==> config.mk <==
export PLATFORM = sky130hd
export DESIGN_NAME = irq_vector_ctrl
export DESIGN_NICKNAME = d
export VERILOG_FILES = /design/src/rtl/irqv_pkg.sv /design/src/rtl/irqv_edge.sv /design/src/rtl/irqv_pending.sv /design/src/rtl/irqv_select.sv /design/src/rtl/irq_vector_ctrl.sv
export SDC_FILE = /design/constraint.sdc
export NUM_CORES = 1
export LEC_CHECK = 0
export BUFFER_PORTS_ARGS = -buffer_cell sky130_fd_sc_hd__clkbuf_2
export CAP_MARGIN = 20
export CORE_ASPECT_RATIO = 1.1
export CORE_MARGIN = 2
export CORE_UTILIZATION = 39
export CTS_CLUSTER_DIAMETER = 60
export DETAILED_ROUTE_END_ITERATION = 6
export GPL_ROUTABILITY_DRIVEN = 0
export SLEW_MARGIN = 30
export SYNTH_ARGS = -nofsm -noshare
export SYNTH_HDL_FRONTEND = slang
export SYNTH_HIERARCHICAL = 1
export SYNTH_SLANG_ARGS = --single-unit
==> constraint.sdc <==
create_clock -name clk -period 2.1 [get_ports clk]
set_input_delay 0.42 -clock clk [delete_from_list [all_inputs] [get_ports clk]]
set_output_delay 0.42 -clock clk [all_outputs]
set_load 0.005 [all_outputs]
==> src/rtl/irqv_pkg.sv <==
package irqv_pkg;
    parameter int NUM_MASK = 5;
    parameter int BASE_W   = 8;
    localparam int NUM_SRC = NUM_MASK + 1;
    localparam int IDX_W   = $clog2(NUM_SRC + 2);
    localparam int CODE_W  = 6;
    localparam int VEC_W   = BASE_W + 2 + CODE_W;
    localparam int NMI_SLOT = 7;

    typedef enum logic [IDX_W-1:0] {
        SRC_NMI   = 3'd0,
        SRC_RX    = 3'd1,
        SRC_TX    = 3'd2,
        SRC_LTA   = 3'd3,
        SRC_BIDIR = 3'd4,
        SRC_TMR   = 3'd5
    } src_e;

    typedef struct packed {
        logic             valid;
        src_e             src;
        logic [VEC_W-1:0] vec;
    } pres_t;

    // Per-source code: slot number times four; the non-maskable source uses slot 7.
    function automatic logic [CODE_W-1:0] src_code(input src_e s);
        logic [IDX_W-1:0] slot;
        slot = (s == SRC_NMI) ? IDX_W'(NMI_SLOT) : IDX_W'(s);
        return CODE_W'({slot, 2'b00});
    endfunction

    function automatic logic [VEC_W-1:0] make_vec(input logic [BASE_W-1:0] base, input src_e s);
        return {base, 2'b00, src_code(s)};
    endfunction
endpackage

==> src/rtl/irqv_edge.sv <==
module irqv_edge (
    input  logic clk,
    input  logic rst,
    input  logic level_in,
    output logic rise_out
);
    logic prev_q;

    always_ff @(posedge clk) begin
        if (rst) prev_q <= 1'b0;
        else     prev_q <= level_in;
    end

    assign rise_out = level_in & ~prev_q;

    // a rise lasts a single cycle however long the input stays high
    a_r6_single_rise: assert property (@(posedge clk) disable iff (rst)
        rise_out |=> !rise_out);
endmodule

==> src/rtl/irqv_pending.sv <==
module irqv_pending #(
    parameter int N = 6
) (
    input  logic         clk,
    input  logic         rst,
    input  logic [N-1:0] set_i,
    input  logic [N-1:0] clr_i,
    output logic [N-1:0] pend_o
);
    for (genvar g = 0; g < N; g++) begin : g_bit
        logic bit_q;
        always_ff @(posedge clk) begin
            if (rst) bit_q <= 1'b0;
            else     bit_q <= (bit_q & ~clr_i[g]) | set_i[g];
        end
        assign pend_o[g] = bit_q;

        // a request seen at an edge is pending afterwards
        a_r7_latch: assert property (@(posedge clk) disable iff (rst)
            set_i[g] |=> pend_o[g]);
    end
endmodule

==> src/rtl/irqv_select.sv <==
module irqv_select
    import irqv_pkg::*;
(
    input  logic [NUM_SRC-1:0] pend_i,
    input  logic               glb_en,
    output logic               found_o,
    output src_e               win_o
);
    always_comb begin
        found_o = 1'b0;
        win_o   = SRC_NMI;
        for (int i = NUM_SRC - 1; i >= 1; i--) begin
            if (pend_i[i] && glb_en) begin
                found_o = 1'b1;
                win_o   = src_e'(IDX_W'(i));
            end
        end
        if (pend_i[0]) begin
            found_o = 1'b1;
            win_o   = SRC_NMI;
        end
    end
endmodule

==> src/rtl/irq_vector_ctrl.sv <==
module irq_vector_ctrl
    import irqv_pkg::*;
(
    input  logic                  clk,
    input  logic                  rst,
    input  logic                  req_nmi,
    input  logic [NUM_MASK-1:0]   req_src,
    input  logic                  glb_en,
    input  logic                  base_wr,
    input  logic [BASE_W-1:0]     base_wdata,
    output logic [BASE_W-1:0]     base_rdata,
    input  logic                  ack,
    output logic                  irq,
    output logic [VEC_W-1:0]      vec_addr,
    output logic [IDX_W-1:0]      src_idx
);
    logic [BASE_W-1:0]  base_q;
    pres_t              pres_q;
    logic               nmi_rise;
    logic [NUM_SRC-1:0] pend;
    logic [NUM_SRC-1:0] clr;
    logic               found;
    src_e               win;

    irqv_edge u_edge (
        .clk      (clk),
        .rst      (rst),
        .level_in (req_nmi),
        .rise_out (nmi_rise)
    );

    assign clr = (pres_q.valid && ack) ? (NUM_SRC'(1) << pres_q.src) : '0;

    irqv_pending #(.N(NUM_SRC)) u_pend (
        .clk    (clk),
        .rst    (rst),
        .set_i  ({req_src, nmi_rise}),
        .clr_i  (clr),
        .pend_o (pend)
    );

    irqv_select u_sel (
        .pend_i  (pend),
        .glb_en  (glb_en),
        .found_o (found),
        .win_o   (win)
    );

    always_ff @(posedge clk) begin
        if (rst) begin
            base_q <= '0;
            pres_q <= '0;
        end else begin
            if (base_wr) base_q <= base_wdata;
            if (pres_q.valid) begin
                if (ack) pres_q <= '0;
            end else if (found) begin
                pres_q <= '{valid: 1'b1, src: win, vec: make_vec(base_q, win)};
            end
        end
    end

    assign base_rdata = base_q;
    assign irq        = pres_q.valid;
    assign vec_addr   = pres_q.vec;
    assign src_idx    = pres_q.src;

    // reset leaves the outputs idle
    a_r1_reset_idle: assert property (@(posedge clk)
        rst |=> (!irq && base_rdata == '0 && vec_addr == '0));

    // presentation frozen until acknowledged
    a_r9_hold: assert property (@(posedge clk) disable iff (rst)
        (irq && !ack) |=> (irq && $stable(vec_addr) && $stable(src_idx)));

    // acknowledge drops the request
    a_r10_ack_drop: assert property (@(posedge clk) disable iff (rst)
        (irq && ack) |=> !irq);

    // the high byte is the base value seen at presentation
    a_r3_base_byte: assert property (@(posedge clk) disable iff (rst)
        $rose(irq) |-> (vec_addr[VEC_W-1 -: BASE_W] == $past(base_q)));

    // a pending non-maskable source wins the presentation
    a_r5_nmi_first: assert property (@(posedge clk) disable iff (rst)
        ($rose(irq) && $past(pend[0])) |-> (src_idx == IDX_W'(SRC_NMI)));

    // a maskable source is presented only with the global enable high
    a_r8_gate: assert property (@(posedge clk) disable iff (rst)
        ($rose(irq) && src_idx != IDX_W'(SRC_NMI)) |-> $past(glb_en));
endmodule

==> run summary, run 1 <==
PLACE
--------------------------------------------------------------------------------------------
Instance area at placement ....................................................     1530 um2
Detail Placement HPWL .........................................................      2010 um
Number of input and output port buffers inserted ..............................           41

STA
--------------------------------------------------------------------------------------------
Remaining max-slew budget at the tightest pin .................................        0.626
Final setup violating endpoints ...............................................            0
Minimum clock period after layout .............................................      1.72 ns
Worst clock skew ..............................................................   0.00429 ns
Final count of pins violating max slew ........................................            0
Setup repair after global routing missed its margin ...........................           no
Crit share post-route .........................................................        0.817
Peak clock frequency supported by timing ......................................      583 MHz
Final hold violation count ....................................................            0
Total negative setup slack ....................................................         0 ns
Transition at the pin with the smallest max-transition slack ..................     0.560 ns

DETAILED ROUTING
--------------------------------------------------------------------------------------------
Via Count .....................................................................         1000
Residual DRC count ............................................................            0
Length of the first detailed-routing pass in iterations .......................            4
Starting DRC count in detailed routing ........................................           14
Remaining antenna violation count .............................................            0
Number of vias per cell .......................................................         4.72
Routed WL per cell ............................................................      12.5 um
WL final ......................................................................      2640 um

SYNTH
--------------------------------------------------------------------------------------------
Netlist cell types ............................................................           29
Post-synth top area cell ...................................................... sky130_fd_sc_hd__dfxtp_1
Cells after synthesis .........................................................          127
Number of synthesis warnings ..................................................            6
Synth Area per Inst ...........................................................     10.9 um2
Basic-gate share of the synthesized area counting and, or, nand and nor cells .        0.190
Seq/Total Area, Yosys .........................................................        0.433
Compound-Gate Fraction of Synth Area ..........................................        0.183
Seq cells post-synth ..........................................................           30
Top post-synthesis cells by area .............................................. sky130_fd_sc_hd__dfxtp_1, sky130_fd_sc_hd__a32o_2, sky130_fd_sc_hd__nand2b_4
Synthesized area ..............................................................     1390 um2
Share of async-settable or async-resettable flops after synthesis .............            0
Commonest register cell after synthesis ....................................... sky130_fd_sc_hd__dfxtp_1
Largest family of logic cells by synthesized area ............................. simple AND/OR/NAND/NOR gates
Number of enable-type register cells in the synthesized netlist ...............            0
Synth Area in XOR/XNOR ........................................................            0
Mux contribution to synthesized area ..........................................       0.0650
Share of Yosys cell area claimed by the top area cell type ....................        0.433
Adder-cell share of the synthesized area ......................................            0

CLOCK NETWORK
--------------------------------------------------------------------------------------------
CTS Sinks .....................................................................           30
Setup fix buffers added after clock tree synthesis ............................            0
Bufs on Longest Clock Path ....................................................            2
Clk pin slew, worst setup/hold paths ..........................................      0.09 ns
Post-cts repair resize count ..................................................            0
Number of hold buffers added after CTS ........................................            0
CTS Buf Count .................................................................            5
Cell at the root of the clock tree ............................................ sky130_fd_sc_hd__clkbuf_4
CTS H-Tree Depth ..............................................................            2
Clk Latency, worst-skew pair ..................................................      0.32 ns
CTS tree ......................................................................          yes

FLOORPLAN
--------------------------------------------------------------------------------------------
Die extent in y ...............................................................      66.5 um
Row Count .....................................................................           22
Effective utilization at floorplan ............................................        0.413
Std-Cell Core Area ............................................................     3360 um2
Overall die area ..............................................................     4050 um2
Die width .....................................................................      60.8 um
Top Ports .....................................................................           47

LAYOUT
--------------------------------------------------------------------------------------------
Layout Area Growth over Synthesis .............................................        14.7%
Net total in the final layout .................................................          182
Finished Cell Area ............................................................     1590 um2
Antenna diodes ................................................................            0
Filler cells ..................................................................          337
Layout cells sized above 1 ....................................................        0.433

OUTCOME
--------------------------------------------------------------------------------------------
Run status .................................................................... complete, no violations

CRITICAL PATH
--------------------------------------------------------------------------------------------
Critical path capture point type ..............................................     register
Start-to-end type of the worst setup path ..................................... register to register
Sort of element at the start of the critical path .............................     register
Critical Path AT ..............................................................      1.98 ns
Critical Path Fanout Max ......................................................           14
Data required time at the worst endpoint ......................................      2.36 ns

GLOBAL ROUTING
--------------------------------------------------------------------------------------------
Global-route wire length before repair ........................................      4270 um
Number of global-route vias before repair .....................................          983
Global-route usage over all layers ............................................        0.145
Pin count of the biggest net entering global routing ..........................           15
Total overflow reported by the global router ..................................            0
Initial antenna violation count ...............................................            0

HOLD PATH
--------------------------------------------------------------------------------------------
Hold crit path type ........................................................... input pin to register

FLOW RUN
--------------------------------------------------------------------------------------------
Max capacitance violation total ...............................................            0

PWR
--------------------------------------------------------------------------------------------
Leakage .......................................................................     0.783 nW
Pwr per Cell Area .............................................................   747 nW/um2
Worst VDD drop ................................................................     0.375 mV

## through the flow
stage	hold WS [ns]	instances	power (mW)	util	setup WS (ns)
final	0.310	212	1.19	0.474	0.384
after global placement	0.482	204	0.841	0.456	0.407
after detailed placement	0.488	204	0.847	0.456	0.342
after floorplan	0.467	131	0.807	-	0.407
after CTS	0.293	212	1.20	0.474	0.382
after global routing	0.308	212	1.25	0.474	0.207
## sequential cells by signal, indices dropped and copies added, names as in the netlist
register and flops:
src_idx 3, irq 1, base_rdata 8, u_edge/prev_q 1
u_pend/g_bit.bit_q 6, vec_addr 11
## path summary, 6_finish.rpt
kind | startpoint | endpoint | slack [ns] | cells past startpoint
max | u_pend/g_bit[3].bit_q | src_idx[2] | 0.38 | 5
min | req_src[3] | u_pend/g_bit[4].bit_q | 0.31 | 3
max reg2reg | u_pend/g_bit[3].bit_q | src_idx[2] | 0.38 | 5
min reg2reg | vec_addr[3] | vec_addr[3] | 0.51 | 1
## critical path, cell delays in order (launching register included)
cell and delay, ns:
sky130_fd_sc_hd__dfxtp_1 0.42, sky130_fd_sc_hd__nor2_2 0.07, sky130_fd_sc_hd__a21boi_1 0.19, sky130_fd_sc_hd__or3b_1 0.24, sky130_fd_sc_hd__nor3b_4 0.54, sky130_fd_sc_hd__a32o_2 0.20
## cell families (layout without fill, tap and decap cells)
kind of cell,Yosys count,count (layout)
compound gates,29,29
other cells,1,5
flops,30,30
mux,9,9
buf+inv,25,58
simple gates,33,33
## synthesized netlist by cell type (all sizes together), types with 3 or more instances
master / instances
dfxtp: 30
nor3: 4
mux2i: 9
o21bai: 4
nor2b: 3
inv: 8
nand2b: 9
nor2: 10
a32o: 14
buf: 17
a21oi: 8
## power breakdown
part,total [mW],internal [mW],switching (mW)
sequential,0.647,0.608,0.0392
clock,0.356,0.162,0.194
combinational,0.185,0.0951,0.0898
## metal layers
metal,vias up,track usage,share of wire
li1,510,-,-
met1,452,0.170,0.43
met2,36,0.239,0.50
met3,2,0.0427,0.071
met4,0,0.0652,0.0053
met5,-,0,0
## area by class of cell
class / count / area (um2) / area share
Multi-Input combinational cell: 76 / 627 / 0.394
Sequential cell: 30 / 601 / 0.378
Timing Repair Buffer: 42 / 213 / 0.134
Tap cell: 48 / 60.1 / 0.0378
Clock buffer: 7 / 55.1 / 0.0346
Inverter: 8 / 30.0 / 0.0189
Clock inverter: 1 / 5.00 / 0.00315
## cells in the final DEF (no fill, tap or decap), types with 2 or more instances in the layout
master | synthesis | routed
sky130_fd_sc_hd__dfxtp_1 | 30 | 30
sky130_fd_sc_hd__nor2_1 | 9 | 9
sky130_fd_sc_hd__nor3_1 | 4 | 4
sky130_fd_sc_hd__nor2b_4 | 2 | 2
sky130_fd_sc_hd__a32o_1 | 4 | 4
sky130_fd_sc_hd__a21oi_1 | 7 | 7
sky130_fd_sc_hd__nand2b_1 | 2 | 2
sky130_fd_sc_hd__o21bai_1 | 4 | 4
sky130_fd_sc_hd__clkbuf_2 | 0 | 41
sky130_fd_sc_hd__mux2i_1 | 9 | 9
sky130_fd_sc_hd__nand2b_4 | 7 | 7
sky130_fd_sc_hd__clkbuf_4 | 0 | 5
sky130_fd_sc_hd__a32o_2 | 10 | 10
sky130_fd_sc_hd__conb_1 | 1 | 5
sky130_fd_sc_hd__inv_1 | 8 | 8
Power figures use the tool's default switching activity.
==> run 2, diff against run 1 <==
ABC_AREA = 1   (was not set)
PLACE_DENSITY = 0.65   (was not set)
clock period = 1.6 ns   (was 2.1 ns; I/O delays follow)
==> run 2 against run 1 <==
Effect of this change:
- via count rose by 20%
- highest routed layer unchanged
- fmax is 15% higher
- critical path type unchanged
- clock skew grew 0.0039 ns
- combinational power increased by 57%
- first-iteration DRC count rose to 2.8 times the previous value
==> run summary, run 2 <==
LAYOUT
--------------------------------------------------------------------------------
Flip-flop and latch area ..........................................      602 um2   was 601 um2
Multi-input logic area ............................................      549 um2   was 627 um2
Flip-flop count of the largest register after layout ..............           11   unchanged
Finished Cell Area ................................................     1610 um2   was 1590 um2
Commonest non-fill, non-tap cell in the layout .................... sky130_fd_sc_hd__nand2_1   was sky130_fd_sc_hd__clkbuf_2
Antenna diodes ....................................................            0   unchanged
Layout Area Growth over Synthesis .................................        22.0%   was 14.7%
Net total in the final layout .....................................          243   was 182
Commonest cells after routing, fill and taps aside ................ sky130_fd_sc_hd__nand2_1, sky130_fd_sc_hd__clkbuf_2, sky130_fd_sc_hd__dfxtp_1   was sky130_fd_sc_hd__clkbuf_2, sky130_fd_sc_hd__dfxtp_1, sky130_fd_sc_hd__a32o_2
Layout cells sized above 1 ........................................        0.302   was 0.433
Filler cells ......................................................          358   was 337
Final Instance Count excl. Fillers ................................          261   was 212

STA
--------------------------------------------------------------------------------
Crit share post-route .............................................        0.930   was 0.817
Worst clock skew ..................................................   0.00814 ns   was 0.00429 ns
Minimum clock period after layout .................................      1.49 ns   was 1.72 ns
Peak clock frequency supported by timing ..........................      672 MHz   was 583 MHz
Transition at the pin with the smallest max-transition slack ......     0.661 ns   was 0.560 ns
Remaining max-slew budget at the tightest pin .....................        0.559   was 0.626
Final hold violation count ........................................            0   unchanged
Fin worst setup slack .............................................     0.112 ns   was 0.384 ns
Final count of pins violating max slew ............................            0   unchanged
Total negative setup slack ........................................         0 ns   unchanged
Final setup violating endpoints ...................................            0   unchanged

GLOBAL ROUTING
--------------------------------------------------------------------------------
Global-route usage over all layers ................................        0.154   was 0.145
Initial antenna violation count ...................................            0   unchanged
Global-route wire length before repair ............................      4370 um   was 4270 um
Total overflow reported by the global router ......................            0   unchanged
Pin count of the biggest net entering global routing ..............           31   was 15
Number of global-route vias before repair .........................         1049   was 983

CRITICAL PATH
--------------------------------------------------------------------------------
Critical path capture point type ..................................     register   unchanged
Critical path launch point ........................................ u_pend/g_bit[2].bit_q   was u_pend/g_bit[3].bit_q
Critical Path Fanout Max ..........................................           11   was 14
Start-to-end type of the worst setup path ......................... register to register   unchanged
Sort of element at the start of the critical path .................     register   unchanged
Cells along the critical path ..................................... nand2_2 > nand2_2 > inv_1 > nand4_1 > inv_2 > nor2_4 > buf_12 > nor2_4 > nand2_1 > a21oi_2   was nor2_2 > a21boi_1 > or3b_1 > nor3b_4 > a32o_2
Source of the worst register-to-register timing path .............. u_pend/g_bit[2].bit_q   was u_pend/g_bit[3].bit_q
Critical Path AT ..................................................      1.75 ns   was 1.98 ns
Worst-path cell with the longest stage delay ...................... sky130_fd_sc_hd__dfxtp_2   was sky130_fd_sc_hd__nor3b_4
Longest individual stage delay on the worst path ..................      0.34 ns   was 0.54 ns
Data required time at the worst endpoint ..........................      1.86 ns   was 2.36 ns

PLACE
--------------------------------------------------------------------------------
Placed Instances ..................................................          249   was 204
Worst setup timing slack at the placement stage ...................  -0.00240 ns   was 0.342 ns
Detail Placement HPWL .............................................      1950 um   was 2010 um
Instance area at placement ........................................     1480 um2   was 1530 um2
Number of input and output port buffers inserted ..................           41   unchanged

SYNTH
--------------------------------------------------------------------------------
Post-synth top area cell .......................................... sky130_fd_sc_hd__dfxtp_1   unchanged
Number of synthesis warnings ......................................            6   unchanged
Seq cells post-synth ..............................................           30   unchanged
Synthesized area ..................................................     1320 um2   was 1390 um2
Share of async-settable or async-resettable flops after synthesis .            0   unchanged
Top post-synthesis cells by area .................................. sky130_fd_sc_hd__dfxtp_1, sky130_fd_sc_hd__nand2_1, sky130_fd_sc_hd__a21oi_1   was sky130_fd_sc_hd__dfxtp_1, sky130_fd_sc_hd__a32o_2, sky130_fd_sc_hd__nand2b_4
Most numerous cell in the Yosys netlist ........................... sky130_fd_sc_hd__nand2_1   was sky130_fd_sc_hd__dfxtp_1
Cells after synthesis .............................................          182   was 127
Share of Yosys cell area claimed by the top area cell type ........        0.456   was 0.433
Commonest cells in the netlist .................................... sky130_fd_sc_hd__nand2_1, sky130_fd_sc_hd__dfxtp_1, sky130_fd_sc_hd__a21oi_1, sky130_fd_sc_hd__inv_1, sky130_fd_sc_hd__buf_4   was sky130_fd_sc_hd__dfxtp_1, sky130_fd_sc_hd__buf_4, sky130_fd_sc_hd__a32o_2, sky130_fd_sc_hd__mux2i_1, sky130_fd_sc_hd__nor2_1
Seq/Total Area, Yosys .............................................        0.456   was 0.433
Synth Area per Inst ...............................................     7.23 um2   was 10.9 um2
Commonest register cell after synthesis ........................... sky130_fd_sc_hd__dfxtp_1   unchanged
Number of enable-type register cells in the synthesized netlist ...            0   unchanged
Netlist cell types ................................................           19   was 29

FLOORPLAN
--------------------------------------------------------------------------------
Effective utilization at floorplan ................................        0.402   was 0.413
Overall die area ..................................................     3860 um2   was 4050 um2
Top Ports .........................................................           47   unchanged
Std-Cell Core Area ................................................     3280 um2   was 3360 um2
Die width .........................................................      59.4 um   was 60.8 um
Row Count .........................................................           22   unchanged
Die extent in y ...................................................      64.9 um   was 66.5 um

HOLD PATH
--------------------------------------------------------------------------------
HP Start ..........................................................   req_src[1]   was req_src[3]
Hold crit path type ............................................... input pin to register   unchanged

PWR
--------------------------------------------------------------------------------
Worst VDD drop ....................................................     0.413 mV   was 0.375 mV
Pwr per Cell Area .................................................   989 nW/um2   was 747 nW/um2
Leakage ...........................................................     0.766 nW   was 0.783 nW
Overall power .....................................................      1.59 mW   was 1.19 mW

CLOCK NETWORK
--------------------------------------------------------------------------------
CTS Sinks .........................................................           30   unchanged
Clk Latency, worst-skew pair ......................................      0.33 ns   was 0.32 ns
CTS tree ..........................................................          yes   unchanged
CTS H-Tree Depth ..................................................            2   unchanged
Clk pin slew, worst setup/hold paths ..............................      0.09 ns   about the same
Bufs on Longest Clock Path ........................................            2   unchanged
Cell at the root of the clock tree ................................ sky130_fd_sc_hd__clkbuf_4   unchanged
CTS Buf Count .....................................................            5   unchanged

DETAILED ROUTING
--------------------------------------------------------------------------------
Starting DRC count in detailed routing ............................           39   was 14
Met2 WL ...........................................................      1260 um   was 1320 um
Top routing layer used ............................................         met4   unchanged
Remaining antenna violation count .................................            0   unchanged
WL final ..........................................................      2730 um   was 2640 um
Routed WL per cell ................................................      10.5 um   was 12.5 um
Number of vias per cell ...........................................         4.61   was 4.72
Via Count .........................................................         1203   was 1000
Total met3 wirelength after detailed routing ......................       208 um   was 187 um
Post-Route M1 WL ..................................................      1200 um   was 1130 um
Length of the first detailed-routing pass in iterations ...........            4   unchanged
Residual DRC count ................................................            0   unchanged

OUTCOME
--------------------------------------------------------------------------------
Run status ........................................................ complete, no violations   unchanged

FLOW RUN
--------------------------------------------------------------------------------
Max capacitance violation total ...................................            0   unchanged

-- run 2: changes by cell type after synthesis, moves of 5 or more --
cell / change
sky130_fd_sc_hd__a21oi_1: +21
sky130_fd_sc_hd__nand3_1: +5
sky130_fd_sc_hd__nand2b_4: -7
sky130_fd_sc_hd__a32o_2: -10
sky130_fd_sc_hd__nand2_1: +54
sky130_fd_sc_hd__inv_1: +15
sky130_fd_sc_hd__mux2i_1: -9
-- run 2: logic make-up after synthesis --
logic type | synth area share
simple gates | 0.250
buf+inv | 0.157
compound gates | 0.134
flops | 0.456
other cells | 0.00285
-- run 2: area by class of cell --
cell class / instances / area share
Clock inverter: 1 / 0.00312
Multi-Input combinational cell: 116 / 0.342
Tap cell: 36 / 0.0281
Inverter: 25 / 0.0585
Sequential cell: 30 / 0.375
Timing Repair Buffer: 46 / 0.159
Clock buffer: 7 / 0.0343
-- run 2: routing by layer --
metal | track usage | vias up
li1 | - | 638
met1 | 0.183 | 516
met2 | 0.232 | 41
met3 | 0.0499 | 8
met4 | 0.102 | 0
met5 | 0 | -
-- run 2: worst max-delay path: cells and delay by family, from the launching register on --
family | cells | cell delay, ns
buffers and inverters | 3 | 0.35
AND/OR/NAND/NOR | 6 | 0.59
flip-flops | 1 | 0.34
AO/OA/AOI/OAI | 1 | 0.12
-- run 2: where the power goes --
group / internal [mW] / total (mW) / switching, mW
registers: 0.796 / 0.832 / 0.0360
clock network: 0.213 / 0.465 / 0.252
logic: 0.126 / 0.290 / 0.164
-- run 2: metrics by stage --
stage               hold WS (ns)   util
finish                     0.187  0.490
global route               0.169  0.490
CTS                        0.179  0.471
detailed placement         0.457  0.453
global placement           0.454  0.453
floorplan                  0.382      -
-- run 2: final timing paths --
check                          end  slack, ns  cells after the start
min          u_pend/g_bit[2].bit_q       0.19                      3
max                     src_idx[2]       0.11                     10
max reg2reg             src_idx[2]       0.11                     10
min reg2reg           vec_addr[15]       0.47                      2
-- run 2: timing repair --
item                       in CTS  in global routing
buffers inserted                0                  3
hold buffers                    0                  0
setup endpoints to repair       0                 12
gates resized for setup         0                  8
==> run 3, diff against run 2 <==
CTS_BUF_LIST = sky130_fd_sc_hd__clkbuf_4 sky130_fd_sc_hd__clkbuf_8   (was not set)
==> run 3 against run 2 <==
Effect of this change:
- flip-flop and latch count stayed put
- critical path type unchanged
- largest cell class unchanged
- die area stayed put
- final cell count stayed put
- utilization is 0.11 points higher
- largest power group unchanged
- non-clock buffer count stayed put
==> run summary, run 3 (synthesis gave the netlist of run 2 again) <==
OUTCOME
---------------------------------------------------------------------------
Run status ................................................... complete, no violations   unchanged

DETAILED ROUTING
---------------------------------------------------------------------------
Length of the first detailed-routing pass in iterations ......            4   unchanged
Via Count ....................................................         1199   was 1203
Starting DRC count in detailed routing .......................           45   was 39
Remaining antenna violation count ............................            0   unchanged
Number of vias per cell ......................................         4.59   was 4.61
WL final .....................................................      2740 um   was 2730 um
Residual DRC count ...........................................            0   unchanged
Routed WL per cell ...........................................      10.5 um   about the same

PWR
---------------------------------------------------------------------------
Clock network fraction of design power .......................        0.303   was 0.293
Leakage ......................................................     0.768 nW   was 0.766 nW
Switching power share of the total ...........................        0.284   was 0.285
Pwr per Cell Area ............................................  1000 nW/um2   was 989 nW/um2
Psw ..........................................................     0.457 mW   was 0.452 mW
Proportion of power drawn by flip-flops and latches ..........        0.517   was 0.524
Internal Dissipation .........................................      1.15 mW   was 1.14 mW
Worst VDD drop ...............................................     0.424 mV   was 0.413 mV
Combinational group share of total power .....................        0.180   was 0.183

STA
---------------------------------------------------------------------------
Final setup violating endpoints ..............................            0   unchanged
Peak clock frequency supported by timing .....................      677 MHz   was 672 MHz
Crit share post-route ........................................        0.923   was 0.930
Final hold violation count ...................................            0   unchanged
Final count of pins violating max slew .......................            0   unchanged
Fin worst setup slack ........................................     0.123 ns   was 0.112 ns
Total negative setup slack ...................................         0 ns   unchanged
Transition at the pin with the smallest max-transition slack .     0.651 ns   was 0.661 ns
Remaining max-slew budget at the tightest pin ................        0.566   was 0.559
Minimum clock period after layout ............................      1.48 ns   was 1.49 ns
Post-Route Hold Slack ........................................     0.183 ns   was 0.187 ns
Worst clock skew .............................................   0.00361 ns   was 0.00814 ns

LAYOUT
---------------------------------------------------------------------------
Commonest cells after routing, fill and taps aside ........... sky130_fd_sc_hd__nand2_1, sky130_fd_sc_hd__clkbuf_2, sky130_fd_sc_hd__dfxtp_1   unchanged
Final Instance Count excl. Fillers ...........................          261   unchanged
Filler cells .................................................          359   was 358
Commonest non-fill, non-tap cell in the layout ............... sky130_fd_sc_hd__nand2_1   unchanged
Flip-flop count of the largest register after layout .........           11   unchanged
Layout Area Growth over Synthesis ............................        22.2%   was 22.0%
Net total in the final layout ................................          243   unchanged
Layout cells sized above 1 ...................................        0.311   was 0.302
Antenna diodes ...............................................            0   unchanged

CLOCK NETWORK
---------------------------------------------------------------------------
CTS Sinks ....................................................           30   unchanged
Bufs on Longest Clock Path ...................................            2   unchanged
CTS tree .....................................................          yes   unchanged
Clk pin slew, worst setup/hold paths .........................      0.09 ns   about the same
Cell at the root of the clock tree ........................... sky130_fd_sc_hd__clkbuf_4   unchanged
Number of hold buffers added after CTS .......................            0   unchanged
CTS H-Tree Depth .............................................            2   unchanged
CTS Buf Count ................................................            5   unchanged
Clk Latency, worst-skew pair .................................      0.34 ns   was 0.33 ns

FLOORPLAN
---------------------------------------------------------------------------
Std-Cell Core Area ...........................................     3280 um2   unchanged
Die extent in y ..............................................      64.9 um   unchanged
Overall die area .............................................     3860 um2   unchanged
Top Ports ....................................................           47   unchanged
Effective utilization at floorplan ...........................        0.402   unchanged
Die width ....................................................      59.4 um   unchanged
Row Count ....................................................           22   unchanged

GLOBAL ROUTING
---------------------------------------------------------------------------
Global-route usage over all layers ...........................        0.155   was 0.154
Number of global-route vias before repair ....................         1048   was 1049
Pin count of the biggest net entering global routing .........           31   unchanged
Global-route wire length before repair .......................      4370 um   about the same
Total overflow reported by the global router .................            0   unchanged
Initial antenna violation count ..............................            0   unchanged

CRITICAL PATH
---------------------------------------------------------------------------
Longest individual stage delay on the worst path .............      0.34 ns   about the same
Cells along the critical path ................................ nand2_2 > nand2_2 > inv_2 > nand4_1 > inv_2 > nor2_4 > buf_12 > nor2_4 > nand2_1 > a21oi_2   was nand2_2 > nand2_2 > inv_1 > nand4_1 > inv_2 > nor2_4 > buf_12 > nor2_4 > nand2_1 > a21oi_2
Sort of element at the start of the critical path ............     register   unchanged
Worst-path cell with the longest stage delay ................. sky130_fd_sc_hd__dfxtp_2   unchanged
Critical path capture point type .............................     register   unchanged
Critical Path AT .............................................      1.74 ns   was 1.75 ns
Start-to-end type of the worst setup path .................... register to register   unchanged
Data required time at the worst endpoint .....................      1.87 ns   was 1.86 ns
Critical Path Fanout Max .....................................           11   unchanged

PLACE
---------------------------------------------------------------------------
Worst setup timing slack at the placement stage ..............  -0.00240 ns   unchanged
Detail Placement HPWL ........................................      1950 um   unchanged
Placed Instances .............................................          249   unchanged
Number of input and output port buffers inserted .............           41   unchanged

FLOW RUN
---------------------------------------------------------------------------
Max capacitance violation total ..............................            0   unchanged

HOLD PATH
---------------------------------------------------------------------------
Hold crit path type .......................................... input pin to register   unchanged

-- run 3: final timing paths --
check                                           start               endpoint  slack, ns  depth (start not counted)
worst min-delay path                       req_src[1]  u_pend/g_bit[2].bit_q       0.18                          3
worst min register to register            vec_addr[8]            vec_addr[8]       0.47                          2
worst max-delay path            u_pend/g_bit[2].bit_q             src_idx[2]       0.12                         10
worst max register to register  u_pend/g_bit[2].bit_q             src_idx[2]       0.12                         10
-- run 3: area by class of cell --
| cell class | instances | area (um2) | area share |
|---|---|---|---|
| Sequential cell | 30 | 602 | 0.374 |
| Multi-Input combinational cell | 116 | 549 | 0.341 |
| Timing Repair Buffer | 46 | 255 | 0.159 |
| Inverter | 25 | 93.8 | 0.0583 |
| Clock buffer | 7 | 58.8 | 0.0365 |
| Tap cell | 36 | 45.0 | 0.0280 |
| Clock inverter | 1 | 5.00 | 0.00311 |
-- run 3: worst max-delay path, delay by kind of cell, from the launching register on --
family,cells,cell delay [ns]
AND/OR/NAND/NOR,6,0.62
flip-flops,1,0.34
buffers and inverters,3,0.34
AO/OA/AOI/OAI,1,0.11
-- run 3: power by group through the flow --
stage               Combinational, mW  Sequential [mW]  Clock, mW
floorplan                       0.191            0.846          0
global placement                0.250            0.850          0
detailed placement              0.254            0.849          0
CTS                             0.256            0.832      0.509
global route                    0.327            0.839      0.549
finish                          0.290            0.832      0.488
-- run 3: per-stage QoR --
step / power [mW] / instance area [um2] / util
after floorplan: 1.04 / 1330 / -
after global placement: 1.10 / 1480 / 0.453
after detailed placement: 1.10 / 1480 / 0.453
after CTS: 1.60 / 1550 / 0.472
after global routing: 1.72 / 1610 / 0.491
final: 1.61 / 1610 / 0.491
-- run 3: what timing repair did --
action	CTS	global route
setup buffers	0	3
gates resized for setup	0	9
endpoints found under the setup margin	0	12
-- run 3: per-layer routing --
metal	up-vias	global-route usage	part of all wire
li1	638	-	-
met2	38	0.232	0.46
met4	0	0.111	0.031
met1	515	0.182	0.43
met3	8	0.0499	0.074
met5	-	0	0
